### src/rtl/i2cdp_pkg.sv
package i2cdp_pkg;
  typedef enum logic [2:0] {
    ST_IDLE, ST_ADDR, ST_AACK, ST_WDAT, ST_WACK, ST_RDAT, ST_RACK
  } bus_st_e;

  localparam int          NUM_CONV   = 4;
  localparam logic [5:0]  CTRL_ID_HI = 6'b010000;
  localparam logic [5:0]  RDBK_ID_HI = 6'b001000;
  localparam logic [7:0]  SUB_SEL_A  = 8'hC3;
  localparam logic [7:0]  SUB_SEL_B  = 8'hC4;
  localparam logic [7:0]  SUB_SEL_C  = 8'hF3;
  localparam logic [7:0]  SUB_DRIVE  = 8'hF4;
  localparam logic [7:0]  DRIVE_RST  = 8'hD5;
endpackage

### src/rtl/i2cdp_deglitch.sv
module i2cdp_deglitch #(
  parameter int FILT_LEN = 3
) (
  input  logic clk,
  input  logic rst_n,
  input  logic raw_i,
  output logic filt_o
);
  localparam int CW = $clog2(FILT_LEN + 1);

  logic [1:0]    sync_q;
  logic          filt_q, filt_d;
  logic [CW-1:0] cnt_q, cnt_d;

  // a new level must persist FILT_LEN cycles before it is accepted
  always_comb begin
    filt_d = filt_q;
    cnt_d  = '0;
    if (sync_q[1] != filt_q) begin
      if (cnt_q == CW'(FILT_LEN - 1)) filt_d = sync_q[1];
      else                            cnt_d  = cnt_q + 1'b1;
    end
  end

  always_ff @(posedge clk or negedge rst_n) begin
    if (!rst_n) begin
      sync_q <= 2'b11;
      filt_q <= 1'b1;
      cnt_q  <= '0;
    end else begin
      sync_q <= {sync_q[0], raw_i};
      filt_q <= filt_d;
      cnt_q  <= cnt_d;
    end
  end

  assign filt_o = filt_q;

  assert_filter_follows_R12: assert property (@(posedge clk) disable iff (!rst_n)
    (filt_q != $past(filt_q)) |-> ($past(sync_q[1]) == filt_q))
    else $error("filtered level changed to a value the synchroniser did not hold");
endmodule

### src/rtl/i2cdp_engine.sv
module i2cdp_engine
  import i2cdp_pkg::*;
#(
  parameter int RB_AW = 8
) (
  input  logic             clk,
  input  logic             rst_n,
  input  logic             scl_f,
  input  logic             sda_f,
  input  logic             strap_i,
  input  logic [7:0]       ctrl_rdata,
  input  logic [7:0]       rb_data_i,
  output logic             sda_oe_o,
  output logic             wr_en,
  output logic [7:0]       wr_addr,
  output logic [7:0]       wr_data,
  output logic [7:0]       ctrl_raddr,
  output logic [RB_AW-1:0] rb_addr_o
);
  bus_st_e          st_q, st_d;
  logic [3:0]       cnt_q, cnt_d;
  logic [7:0]       sh_q, sh_d;
  logic [7:0]       ptr_q, ptr_d;
  logic [RB_AW-1:0] rbp_q, rbp_d;
  logic             is_rb_q, is_rb_d, rnw_q, rnw_d, first_q, first_d;
  logic             oe_q, oe_d, nack_q, nack_d;
  logic             scl_q, sda_q;

  logic scl_rise, scl_fall, start_det, stop_det, ctrl_hit, rb_hit;
  logic [7:0] tx_byte;

  assign scl_rise  = scl_f & ~scl_q;
  assign scl_fall  = ~scl_f & scl_q;
  assign start_det = scl_f & scl_q & sda_q & ~sda_f;
  assign stop_det  = scl_f & scl_q & ~sda_q & sda_f;
  assign ctrl_hit  = (sh_q[7:1] == {CTRL_ID_HI, strap_i});
  assign rb_hit    = (sh_q[7:1] == {RDBK_ID_HI, strap_i});
  assign tx_byte   = is_rb_q ? rb_data_i : ctrl_rdata;

  always_comb begin
    st_d = st_q; cnt_d = cnt_q; sh_d = sh_q; ptr_d = ptr_q; rbp_d = rbp_q;
    is_rb_d = is_rb_q; rnw_d = rnw_q; first_d = first_q; oe_d = oe_q; nack_d = nack_q;
    wr_en = 1'b0;
    if (start_det) begin
      st_d = ST_ADDR; cnt_d = '0; oe_d = 1'b0;
    end else if (stop_det) begin
      st_d = ST_IDLE; oe_d = 1'b0;
    end else begin
      unique case (st_q)
        ST_ADDR: begin
          if (scl_rise) begin
            sh_d = {sh_q[6:0], sda_f}; cnt_d = cnt_q + 4'd1;
          end else if (scl_fall && cnt_q == 4'd8) begin
            if (ctrl_hit) begin
              oe_d = 1'b1; is_rb_d = 1'b0; rnw_d = sh_q[0]; st_d = ST_AACK;
            end else if (rb_hit && sh_q[0]) begin
              oe_d = 1'b1; is_rb_d = 1'b1; rnw_d = 1'b1; rbp_d = '0; st_d = ST_AACK;
            end else begin
              st_d = ST_IDLE;
            end
          end
        end
        ST_AACK: if (scl_fall) begin
          cnt_d = '0;
          if (rnw_q) begin
            st_d = ST_RDAT; sh_d = tx_byte; oe_d = ~tx_byte[7];
          end else begin
            st_d = ST_WDAT; oe_d = 1'b0; first_d = 1'b1;
          end
        end
        ST_WDAT: begin
          if (scl_rise) begin
            sh_d = {sh_q[6:0], sda_f}; cnt_d = cnt_q + 4'd1;
          end else if (scl_fall && cnt_q == 4'd8) begin
            oe_d = 1'b1; st_d = ST_WACK;
            if (first_q) begin
              ptr_d = sh_q; first_d = 1'b0;
            end else begin
              wr_en = 1'b1; ptr_d = ptr_q + 8'd1;
            end
          end
        end
        ST_WACK: if (scl_fall) begin
          oe_d = 1'b0; cnt_d = '0; st_d = ST_WDAT;
        end
        ST_RDAT: begin
          if (scl_rise) cnt_d = cnt_q + 4'd1;
          else if (scl_fall) begin
            if (cnt_q == 4'd8) begin
              oe_d = 1'b0; st_d = ST_RACK;
              if (is_rb_q) rbp_d = rbp_q + 1'b1;
              else         ptr_d = ptr_q + 8'd1;
            end else begin
              sh_d = {sh_q[6:0], 1'b0}; oe_d = ~sh_q[6];
            end
          end
        end
        ST_RACK: begin
          if (scl_rise) nack_d = sda_f;
          else if (scl_fall) begin
            if (nack_q) st_d = ST_IDLE;
            else begin
              st_d = ST_RDAT; cnt_d = '0; sh_d = tx_byte; oe_d = ~tx_byte[7];
            end
          end
        end
        default: ;
      endcase
    end
  end

  always_ff @(posedge clk or negedge rst_n) begin
    if (!rst_n) begin
      st_q <= ST_IDLE; cnt_q <= '0; sh_q <= '0; ptr_q <= '0; rbp_q <= '0;
      is_rb_q <= 1'b0; rnw_q <= 1'b0; first_q <= 1'b0; oe_q <= 1'b0; nack_q <= 1'b0;
      scl_q <= 1'b1; sda_q <= 1'b1;
    end else begin
      st_q <= st_d; cnt_q <= cnt_d; sh_q <= sh_d; ptr_q <= ptr_d; rbp_q <= rbp_d;
      is_rb_q <= is_rb_d; rnw_q <= rnw_d; first_q <= first_d; oe_q <= oe_d; nack_q <= nack_d;
      scl_q <= scl_f; sda_q <= sda_f;
    end
  end

  assign sda_oe_o   = oe_q;
  assign wr_addr    = ptr_q;
  assign wr_data    = sh_q;
  assign ctrl_raddr = ptr_q;
  assign rb_addr_o  = rbp_q;

  assert_rb_no_write_R3: assert property (@(posedge clk) disable iff (!rst_n)
    is_rb_q |-> !wr_en) else $error("register write during a readback transaction");
  assert_start_release_R2: assert property (@(posedge clk) disable iff (!rst_n)
    start_det |=> !oe_q) else $error("SDA still driven after a start condition");
  assert_write_acked_R4: assert property (@(posedge clk) disable iff (!rst_n)
    wr_en |=> (oe_q && st_q == ST_WACK)) else $error("stored byte not acknowledged");
  assert_nack_release_R13: assert property (@(posedge clk) disable iff (!rst_n)
    (st_q == ST_RACK && scl_fall && nack_q && !start_det && !stop_det) |=> (st_q == ST_IDLE && !oe_q))
    else $error("SDA not released after controller NACK");
endmodule

### src/rtl/i2cdp_cfgregs.sv
module i2cdp_cfgregs
  import i2cdp_pkg::*;
#(
  parameter int NUM_IN = 10
) (
  input  logic                       clk,
  input  logic                       rst_n,
  input  logic                       we,
  input  logic [7:0]                 waddr,
  input  logic [7:0]                 wdata,
  input  logic [7:0]                 raddr,
  output logic [7:0]                 rdata,
  output logic                       mux_en,
  output logic [NUM_CONV*NUM_IN-1:0] sw_sel,
  output logic [7:0]                 drive
);
  logic [7:0] sel_a_q, sel_a_d, sel_b_q, sel_b_d, sel_c_q, sel_c_d, drive_q, drive_d;
  logic [3:0] code [NUM_CONV];

  always_comb begin
    sel_a_d = sel_a_q; sel_b_d = sel_b_q; sel_c_d = sel_c_q; drive_d = drive_q;
    if (we) begin
      unique case (waddr)
        SUB_SEL_A: sel_a_d = wdata;
        SUB_SEL_B: sel_b_d = wdata;
        SUB_SEL_C: sel_c_d = wdata;
        SUB_DRIVE: drive_d = wdata;
        default: ;
      endcase
    end
  end

  always_ff @(posedge clk or negedge rst_n) begin
    if (!rst_n) begin
      sel_a_q <= '0; sel_b_q <= '0; sel_c_q <= '0; drive_q <= DRIVE_RST;
    end else begin
      sel_a_q <= sel_a_d; sel_b_q <= sel_b_d; sel_c_q <= sel_c_d; drive_q <= drive_d;
    end
  end

  always_comb begin
    unique case (raddr)
      SUB_SEL_A: rdata = sel_a_q;
      SUB_SEL_B: rdata = sel_b_q;
      SUB_SEL_C: rdata = sel_c_q;
      SUB_DRIVE: rdata = drive_q;
      default:   rdata = 8'h00;
    endcase
  end

  assign code[0] = sel_a_q[3:0];
  assign code[1] = sel_a_q[7:4];
  assign code[2] = sel_b_q[3:0];
  assign code[3] = sel_c_q[7:4];
  assign mux_en  = sel_b_q[7];
  assign drive   = drive_q;

  for (genvar c = 0; c < NUM_CONV; c++) begin : g_conv
    logic [NUM_IN-1:0] hot;
    if (c == NUM_CONV - 1) begin : g_pair
      always_comb begin
        hot = '0;
        if (code[c] == 4'b0100)      hot[5] = 1'b1;
        else if (code[c] == 4'b1001) hot[0] = 1'b1;
      end
    end else begin : g_linear
      for (genvar i = 0; i < NUM_IN; i++) begin : g_in
        assign hot[i] = ({28'd0, code[c]} == i + 1);
      end
    end
    assign sw_sel[c*NUM_IN +: NUM_IN] = mux_en ? hot : '0;

    assert_sw_onehot_R9: assert property (@(posedge clk) disable iff (!rst_n)
      $onehot0(sw_sel[c*NUM_IN +: NUM_IN])) else $error("converter connects several inputs");
  end

  assert_drive_hold_R7: assert property (@(posedge clk) disable iff (!rst_n)
    !we |=> $stable(drive_q)) else $error("drive setting moved without a write");
endmodule

### src/rtl/i2cdp_cfg_port.sv
module i2cdp_cfg_port
  import i2cdp_pkg::*;
#(
  parameter int FILT_LEN = 3,
  parameter int NUM_IN   = 10,
  parameter int RB_AW    = 8
) (
  input  logic                       clk,
  input  logic                       rst_n,
  input  logic                       strap_i,
  input  logic                       scl_i,
  input  logic                       sda_i,
  output logic                       sda_oe_o,
  output logic [RB_AW-1:0]           rb_addr_o,
  input  logic [7:0]                 rb_data_i,
  output logic                       mux_manual_o,
  output logic [NUM_CONV*NUM_IN-1:0] sw_sel_o,
  output logic [7:0]                 drive_o
);
  logic [1:0] rst_sync_q;
  logic       rst_n_s;
  logic       scl_f, sda_f, wr_en;
  logic [7:0] wr_addr, wr_data, ctrl_raddr, ctrl_rdata;

  always_ff @(posedge clk or negedge rst_n) begin
    if (!rst_n) rst_sync_q <= 2'b00;
    else        rst_sync_q <= {rst_sync_q[0], 1'b1};
  end
  assign rst_n_s = rst_sync_q[1];

  i2cdp_deglitch #(.FILT_LEN(FILT_LEN)) u_scl_filt (
    .clk(clk), .rst_n(rst_n_s), .raw_i(scl_i), .filt_o(scl_f));
  i2cdp_deglitch #(.FILT_LEN(FILT_LEN)) u_sda_filt (
    .clk(clk), .rst_n(rst_n_s), .raw_i(sda_i), .filt_o(sda_f));

  i2cdp_engine #(.RB_AW(RB_AW)) u_engine (
    .clk(clk), .rst_n(rst_n_s), .scl_f(scl_f), .sda_f(sda_f), .strap_i(strap_i),
    .ctrl_rdata(ctrl_rdata), .rb_data_i(rb_data_i), .sda_oe_o(sda_oe_o),
    .wr_en(wr_en), .wr_addr(wr_addr), .wr_data(wr_data),
    .ctrl_raddr(ctrl_raddr), .rb_addr_o(rb_addr_o));

  i2cdp_cfgregs #(.NUM_IN(NUM_IN)) u_regs (
    .clk(clk), .rst_n(rst_n_s), .we(wr_en), .waddr(wr_addr), .wdata(wr_data),
    .raddr(ctrl_raddr), .rdata(ctrl_rdata), .mux_en(mux_manual_o),
    .sw_sel(sw_sel_o), .drive(drive_o));
endmodule

### config.mk
export PLATFORM = sky130hd
export DESIGN_NAME = i2cdp_cfg_port
export DESIGN_NICKNAME = d
export VERILOG_FILES = /design/src/rtl/i2cdp_pkg.sv /design/src/rtl/i2cdp_deglitch.sv /design/src/rtl/i2cdp_engine.sv /design/src/rtl/i2cdp_cfgregs.sv /design/src/rtl/i2cdp_cfg_port.sv
export SDC_FILE = /design/constraint.sdc
export NUM_CORES = 1
export LEC_CHECK = 0
export BUFFER_PORTS_ARGS = -buffer_cell sky130_fd_sc_hd__buf_4
export CAP_MARGIN = 20
export CORE_MARGIN = 2
export CORE_UTILIZATION = 45
export DETAILED_ROUTE_END_ITERATION = 10
export PLACE_DENSITY = 0.73
export SLEW_MARGIN = 5
export SYNTH_ARGS = -nofsm -noshare
export SYNTH_HDL_FRONTEND = slang
export SYNTH_SLANG_ARGS = --single-unit
### constraint.sdc
create_clock -name clk -period 2.2 [get_ports clk]
set_input_delay 0.44 -clock clk [delete_from_list [all_inputs] [get_ports clk]]
set_output_delay 0.44 -clock clk [all_outputs]
set_load 0.005 [all_outputs]
* Yosys cells after proc, flatten, opt, wreduce, memory -nomap -nowiden *
Cells that the tools add are included.

storage, ports and cells
  output and inout bits = 58
  word-level logic and storage cells = 255
  bits of input ports = 13
  bits in registers = 82

operators by class
  $add $sub $neg = 5
  equality and inequality tests = 87
  bitwise logic cells = 16
  mux-type cells = 97
  reduce and logical (&&, ||, !) cells = 27

operator list
  cell                 number
  $mux 8               25
  $pmux 8 s4           2
  $eq 4x3->1 const B   13
  $mux 3               16
  $eq 4x4->1 const B   11
  $eq 8x8->1 const B   4
  $mux 1               32
  $pmux 8 s2           2
  $mux 10              3
  $mux 4               7
  $ne 4x1->1 const B   7
  $eq 4x2->1 const B   6
  $reduce_and 12->1    2
  $ne 2x1->1 const B   11
  $ne 4x4->1 const B   5
  $ne 2x2->1 const B   9
  $pmux 3 s6           1
  $add 8x1->8 const B  2
  $reduce_and 7->1     2
  $reduce_and 13->1    1
  $eq 4x1->1 const B   3
  $pmux 4 s3           1
  $reduce_and 2->1     6
  $reduce_and 11->1    1
  other kinds (27)     60

* Logic depth before layout (Yosys ltp) *
Gate-level depths: netlist of run 1.

  depth in word-level cells = 10
  mapped depth = 8

* Modules after synthesis *
From an unflattened synthesis of run 1, not the netlist that was laid out.

second synthesis, totals
  cell total of the unflattened synthesis = 497
  area total of the unflattened synthesis = 4918.5 µm²

by module, submodules not included
  module          instances  area an instance (µm²)  cells an instance
  i2cdp_engine    1          2642.5                  301
  i2cdp_cfgregs   1          1864.3                  173
  i2cdp_deglitch  2          178.9                   10
  i2cdp_cfg_port  1          53.8                    3

* Least setup slack after synthesis of run 1 *
No wires, ideal clock.

  path type = reg-to-reg
  start point = register u_engine.cnt_q[0]
  end point = register u_regs.drive_q[1] (netlist: u_regs.drive[1])
  path slack = -10 ps
  data required time = 2075 ps
  arrival = 2086 ps
  cell stages (with the launch flop) = 9
  path buffers = 1
  cells stage by stage = dfrtp_1 -> inv_1 -> ha_1 -> and3b_2 -> nand3_4 -> nor4_4 -> and4_1 -> buf_6 -> mux2_2

on the way
  longest elaborated chain between the ends = 8

RTL lines
  what                        line                 source
  from (decl)                 i2cdp_engine.sv:21   logic [3:0] cnt_q, cnt_d;
  from (signal assigned)      i2cdp_engine.sv:114  st_q <= ST_IDLE; cnt_q <= '0; sh_q <= '0; ptr_q <= '0; rbp_q <= '0;
  from (signal assigned)      i2cdp_engine.sv:118  st_q <= st_d; cnt_q <= cnt_d; sh_q <= sh_d; ptr_q <= ptr_d; rbp_q <= rbp_d;
  $eq 4x4->1                  i2cdp_engine.sv:74   end else if (scl_fall && cnt_q == 4'd8) begin
  $logic_and 1x1->1           i2cdp_engine.sv:74
  $mux 1                      i2cdp_engine.sv:74
  $mux 1                      i2cdp_engine.sv:72   if (scl_rise) begin
  $mux 1                      i2cdp_engine.sv:49   unique case (st_q)
  $mux 1                      i2cdp_engine.sv:46   end else if (stop_det) begin
  $mux 1                      i2cdp_engine.sv:44   if (start_det) begin
  $reduce_and 2->1 (no line)  -
  to (signal assigned)        i2cdp_cfgregs.sv:37  sel_a_q <= sel_a_d; sel_b_q <= sel_b_d; sel_c_q <= sel_c_d; drive_q <= drive_d;
  to (decl)                   i2cdp_cfgregs.sv:17  logic [7:0] sel_a_q, sel_a_d, sel_b_q, sel_b_d, sel_c_q, sel_c_d, drive_q, drive_d;

No other way between the ends.
A chain may end at the register's enable or synchronous reset.

* Worst setup path in the final report of run 1 *
  start point = register u_regs.sel_b_q[7]
  end point = output sw_sel_o[7]

on the way
  longest elaborated chain between the ends = 1

RTL lines
  what                    line                  source
  from (decl)             i2cdp_cfgregs.sv:17
  from (signal assigned)  i2cdp_cfgregs.sv:37
  $mux 10                 i2cdp_cfgregs.sv:71   assign sw_sel[c*NUM_IN +: NUM_IN] = mux_en ? hot : '0;
  to (decl)               i2cdp_cfg_port.sv:17  output logic [NUM_CONV*NUM_IN-1:0] sw_sel_o,

No other way between the ends.

==> flow_summary.ini, run 1 <==
[yosys]
ys_async_sr_fraction_pct = 100
ys.flop_type = dfrtp_1
ys_ff_latch = 82
synth_top_area_share_pct = 35.9
ys_warn_count = 0
synth.cell_area_mm2 = 0.00480
synth_area_leader_cell = dfrtp_1
seq_area_frac_synth_pct = 43.0
synth_cells = 491
avgSynthCellArea_um2 = 9.79
synth.distinct_cells = 65
synth_area_leaders = dfrtp_1 36%, mux2_2 9.8%, dfstp_2 7.1%
synth_edf_count = 0

[sta]
slew_headroom_pct = 52.8
slew_viol_final = 0
period_share_pct = 94.9
whs_ns = 0.176
tns_ns = 0
max_freq_ghz = 0.479
finalSetupViolations = 0
skew_ns = 0.0116
fin_crit_ns = 2.09
worst_pin_slew_ns = 0.704
rsz0062_at_grt = false
hold_viol = 0

[floorplan]
io_pins = 71
die_y_um = 107
dieArea_mm2 = 0.0115
coreArea_mm2 = 0.0103
num_rows = 37
start_util_pct = 46.5
dieWidth_um = 107

[status]
status = finished clean

[detailed_routing]
drt-vias-per-instance = 5.77
drtAntennaViolNets = 0
detail_route.iter0.violations = 356
dr.pass1.iters = 6
drc_errors = 0
wirelength_um = 12000
wl_per_cell_um = 17.1
vias = 4042

[worst_setup_path]
crit_type = flop to output pin
cp.arrival_ns = 1.65
crit_required_ns = 1.76
crit_fanout = 15
cp-start-kind = flop
end_kind = output pin

[place]
gp_congestion = 0.850
dpl.hpwl_um = 8510
dp.cells = 684
place_area_mm2 = 0.00544
portBuffers = 62

[final_layout]
fin_nets = 578
area_growth_pct = 18.6
diodes = 0
final_cell_area_mm2 = 0.00570
finalNonFillerCells = 701
drive_above_1_share_pct = 31.5

[worst_hold_path]
hold_class = input pin to flop

[clock_tree]
tritoncts = yes
cts_setup_buffers = 0
h-tree-depth = 3
cts_buffers = 9
clock_sinks = 82
root_buffer = clkbuf_8
clkTransAtPathRegs_ns = 0.10
clock_path_buffers = 2
clock_latency_ns = 0.37

[grt]
grt_pass1_vias = 3867
grt_max_degree = 56
antenna_found_initial = 0
track_usage_pct = 21.5
overflow = 0
grt_pass1_wl_um = 19400

[power_and_ir_drop]
power_uw = 6070
pwr_density_cell_mw_per_mm2 = 1060
ir_drop_mv = 0.695
cellLeakagePower_uw = 0.00250

[flow_run]
cap_violations = 0
==> layout by cell type (no fill, tap or decap), types with 3 or more instances in the layout <==
cell | synthesis | final
o21a_1 | 3 | 3
inv_6 | 0 | 3
inv_1 | 16 | 16
buf_4 | 11 | 85
o21ai_0 | 26 | 26
nor2_1 | 34 | 34
a22oi_1 | 7 | 7
conb_1 | 2 | 9
o211ai_1 | 3 | 3
nor3b_1 | 3 | 3
dfrtp_1 | 69 | 67
a21o_1 | 3 | 3
nor3_1 | 21 | 20
nand3b_1 | 10 | 10
nand3_1 | 19 | 18
nor2b_1 | 4 | 3
nand2b_1 | 14 | 14
a32o_1 | 14 | 14
a2bb2oi_1 | 3 | 3
nor4_1 | 4 | 4
ha_1 | 5 | 5
nand3_2 | 2 | 3
and3_1 | 13 | 13
dfstp_2 | 13 | 13
o22ai_1 | 4 | 4
mux2_2 | 42 | 42
a21oi_1 | 25 | 25
a31oi_1 | 10 | 10
clkbuf_8 | 0 | 9
nand2_1 | 37 | 37
mux2i_1 | 7 | 7
==> Yosys cell counts, drive strengths merged (2+ instances only) <==
| cell | count |
|---|---|
| a211oi | 2 |
| a21boi | 2 |
| a21o | 3 |
| a21oi | 25 |
| a22o | 2 |
| a22oi | 7 |
| a2bb2oi | 3 |
| a31o | 2 |
| a31oi | 10 |
| a32o | 14 |
| and3 | 13 |
| and3b | 2 |
| buf | 21 |
| clkbuf | 15 |
| conb | 2 |
| dfrtp | 69 |
| dfstp | 13 |
| ha | 5 |
| inv | 16 |
| mux2 | 42 |
| mux2i | 7 |
| nand2 | 37 |
| nand2b | 14 |
| nand3 | 22 |
| nand3b | 10 |
| nor2 | 34 |
| nor2b | 4 |
| nor3 | 22 |
| nor3b | 3 |
| nor4 | 5 |
| nor4b | 2 |
| o211ai | 3 |
| o21a | 3 |
| o21ai | 26 |
| o22a | 2 |
| o22ai | 4 |
| o31ai | 2 |
| or2b | 2 |
| or4 | 2 |
| xnor2 | 2 |
| xor2 | 2 |
==> state kept, by name (all words and copies together) (netlist names), 2 cells and up <==
name,cells
u_engine.st_q,3
u_scl_filt.sync_q,2
u_regs.sel_c_q,8
rst_sync_q,2
u_scl_filt.cnt_q,2
u_regs.sel_a_q,8
u_engine.ctrl_raddr,8
u_sda_filt.cnt_q,2
u_sda_filt.sync_q,2
u_regs.drive,8
u_engine.cnt_q,4
u_engine.rb_addr_o,8
u_engine.wr_data,8
u_regs.sel_b_q,8
==> cell type report <==
| class | count | area [µm²] |
|---|---|---|
| fillers | 878 | 4630 |
| multi-input cells | 364 | 2500 |
| flip-flops and latches | 82 | 2070 |
| repair buffers | 87 | 668 |
| well taps | 136 | 170 |
| clock buffers | 9 | 124 |
| clock inverters | 7 | 106 |
| inverters | 16 | 60.1 |
==> final timing paths <==
path	startpoint	end	cells after the start	slack, ns
setup / recovery	u_regs.sel_b_q[7]	sw_sel_o[7]	3	0.11
hold / removal	scl_i	u_scl_filt.sync_q[0]	1	0.18
setup reg to reg	u_engine.cnt_q[0]	u_regs.sel_a_q[6]	8	0.14
hold reg to reg	rst_sync_q[1]	u_sda_filt.cnt_q[0]	0	0.24
max in group asynchronous	rst_sync_q[1]	u_regs.drive[7]	1	1.31
min in group asynchronous	rst_sync_q[1]	u_sda_filt.cnt_q[0]	0	0.24
==> per-layer routing <==
metal	vias up	track usage, %	wire [µm]
li1	1926	-	-
met1	1945	29.0	5230
met2	155	35.1	5930
met3	16	3.33	689
met4	0	7.78	167
met5	-	0	0
==> where the power goes <==
| part | switching (µW) | internal (µW) | leakage, µW |
|---|---|---|---|
| Clock | 621 | 661 | 0.000117 |
| Sequential | 425 | 1860 | 0.00102 |
| Combinational | 1430 | 1070 | 0.00137 |
==> what timing repair did <==
item	in CTS	in global routing
pin swaps	0	1
resized for setup	2	4
endpoints found under the hold margin	2	0
hold buffers	1	0
cloned	0	0
endpoints found under the setup margin	23	17
==> kinds of logic (layout without fill, tap and decap cells) <==
group	after synthesis	in the layout	share of synthesized area [%]
fa+ha+maj	5	5	1.30
mux	49	49	11.3
xor+xnor	4	4	0.729
other cells	2	9	0.156
simple gates	176	176	20.4
buf+inv	52	119	5.86
compound gates	121	121	17.2
flops	82	82	43.0
==> critical path, cell delays in order, from the launching register on <==
cell	delay (ns)
dfrtp_2	0.53
or3b_2	0.50
nor2_1	0.13
buf_4	0.12
==> through the flow <==
stage                     util (%)  setup WS (ns)
after global placement        52.7        -0.0506
after detailed placement      52.7         -0.140
after global routing          55.2        0.00687
after CTS                     55.1        0.00937
final                         55.2          0.113
after floorplan                  -          0.104
Power figures use the tool's default switching activity.
==> run 2: changes to the inputs <==
==> constraint.sdc (replaced) <==
create_clock -name clk -period 2.2 [get_ports clk]
set_input_delay 0.11 -clock clk [delete_from_list [all_inputs] [get_ports clk]]
set_output_delay 0.11 -clock clk [all_outputs]
set_load 0.005 [all_outputs]
==> flow_summary.ini, run 2 (same netlist as run 1, synthesis figures left out) <==
[worst_hold_path]
hold_class = input pin to asynchronous set/reset pin

[grt]
grt_pass1_vias = 3879
overflow = 0
track_usage_pct = 21.5
grt_pass1_wl_um = 19400
antenna_found_initial = 0
grt_max_degree = 56

[power_and_ir_drop]
cellLeakagePower_uw = 0.00251
combinationalPowerShare_pct = 41.3
power_uw = 6070
p_sw_share_pct = 40.9
switching_power_uw = 2480
ir_drop_mv = 0.696
pwr_density_cell_mw_per_mm2 = 1060
power.share.clock_pct = 21.1
p_seq_share_pct = 37.6
intPower_uw = 3590

[floorplan]
dieArea_mm2 = 0.0115
io_pins = 71
die_y_um = 107
coreArea_mm2 = 0.0103
start_util_pct = 46.5
dieWidth_um = 107
num_rows = 37

[detailed_routing]
drc_errors = 0
wirelength_um = 12000
vias = 4057
drtAntennaViolNets = 0
dr.pass1.iters = 5
drt-vias-per-instance = 5.77
wl_per_cell_um = 17.0
detail_route.iter0.violations = 385

[sta]
worst_pin_slew_ns = 0.691
hold_viol = 0
whs_ns = 0.0532
slew_headroom_pct = 53.7
skew_ns = 0.0125
period_share_pct = 93.9
fin_crit_ns = 2.07
finalSetupViolations = 0
slew_viol_final = 0
rsz0062_at_grt = false
max_freq_ghz = 0.484

[worst_setup_path]
startpoint = u_engine.cnt_q[0]
crit_type = flop to flop
regToRegSetupSlack_ns = 0.13
end_kind = flop
regToRegStartpoint = u_engine.cnt_q[0]
crit_required_ns = 2.45
timing.rr.end = u_regs.sel_a_q[6]
cp-start-kind = flop
crit_fanout = 8
cp.arrival_ns = 2.32
rr_worst_depth = 8

[final_layout]
layout_common_cells = 85 x buf_4, 68 x dfrtp_1, 42 x mux2_2, 37 x nand2_1, 34 x nor2_1
drive_above_1_share_pct = 31.2
fin_nets = 580
area_growth_pct = 19.0
final_cell_area_mm2 = 0.00572
final_common_cell = buf_4
diodes = 0

[clock_tree]
cts_setup_buffers = 0
clock_path_buffers = 2
clock_latency_ns = 0.37
tritoncts = yes
clock_sinks = 82
h-tree-depth = 3
clkTransAtPathRegs_ns = 0.09
cts_buffers = 9
root_buffer = clkbuf_8

[place]
portBuffers = 62
place_area_mm2 = 0.00544
dpl.hpwl_um = 8510
gp_congestion = 0.850

[flow_run]
cap_violations = 0

[status]
status = finished clean
-- run 2: cell types whose count changed in the layout (fill, tap and decap cells not counted) --
cell	before	now
dlygate4sd3_1	1	3
dfrtp_1	67	68
dfrtp_2	1	0
-- run 2: metal layers --
layer / track usage, % / share of wire [%] / up-vias
met1: 29.0 / 44 / 1968
met5: 0 / 0 / -
li1: - / - / 1925
met4: 7.78 / 1.5 / 0
met3: 3.33 / 5.4 / 15
met2: 35.2 / 49 / 149
-- run 2: area by class of cell --
type	instances	area (µm²)
well taps	136	170
clock inverters	7	106
repair buffers	89	688
clock buffers	9	124
flip-flops and latches	82	2070
multi-input cells	364	2500
inverters	16	60.1
fillers	878	4610
-- run 2: what timing repair did --
| item | 4_1_cts | 5_1_grt |
|---|---|---|
| hold buffers | 3 | 0 |
| resized for setup | 1 | 4 |
| pin swaps | 0 | 1 |
| endpoints found under the hold margin | 4 | 0 |
| setup endpoints to repair | 20 | 17 |
-- run 2: through the flow --
| stage | setup TNS (ns) | setup slack [ns] | instances | utilization, % |
|---|---|---|---|---|
| after CTS | 0 | 0.00937 | 703 | 55.3 |
| after detailed placement | -2.09 | -0.140 | 684 | 52.7 |
| final | 0 | 0.135 | 703 | 55.4 |
| after floorplan | 0 | 0.104 | 498 | - |
| after global placement | -0.751 | -0.0506 | 684 | 52.7 |
| after global routing | 0 | 0.00687 | 703 | 55.4 |
-- run 2: power groups by stage --
| stage | Clock, µW | Sequential [µW] | Combinational, µW |
|---|---|---|---|
| floorplan | 0 | 2140 | 1890 |
| global placement | 0 | 2280 | 2390 |
| detailed placement | 0 | 2300 | 2450 |
| CTS | 1310 | 2280 | 2490 |
| global route | 1370 | 2340 | 2770 |
| finish | 1280 | 2280 | 2510 |
-- run 2: how the worst max path moves through the flow --
stage	end	depth (start not counted)	slack [ns]
after floorplan	u_engine.wr_data[0]	7	0.10
after global placement	u_regs.sel_c_q[0]	5	-0.05
after detailed placement	u_regs.sel_c_q[0]	5	-0.14
after CTS	u_regs.drive[3]	7	0.009
after global routing	u_regs.sel_a_q[6]	8	0.007
final	u_regs.sel_a_q[6]	8	0.13
-- run 2: critical path, stage by stage, from the launching register on --
cell     delay, ns
dfrtp_1       0.42
inv_1         0.09
ha_1          0.16
and3b_2       0.27
nand3_4       0.11
nor4_4        0.17
buf_4         0.19
nand3_2       0.19
mux2_2        0.36
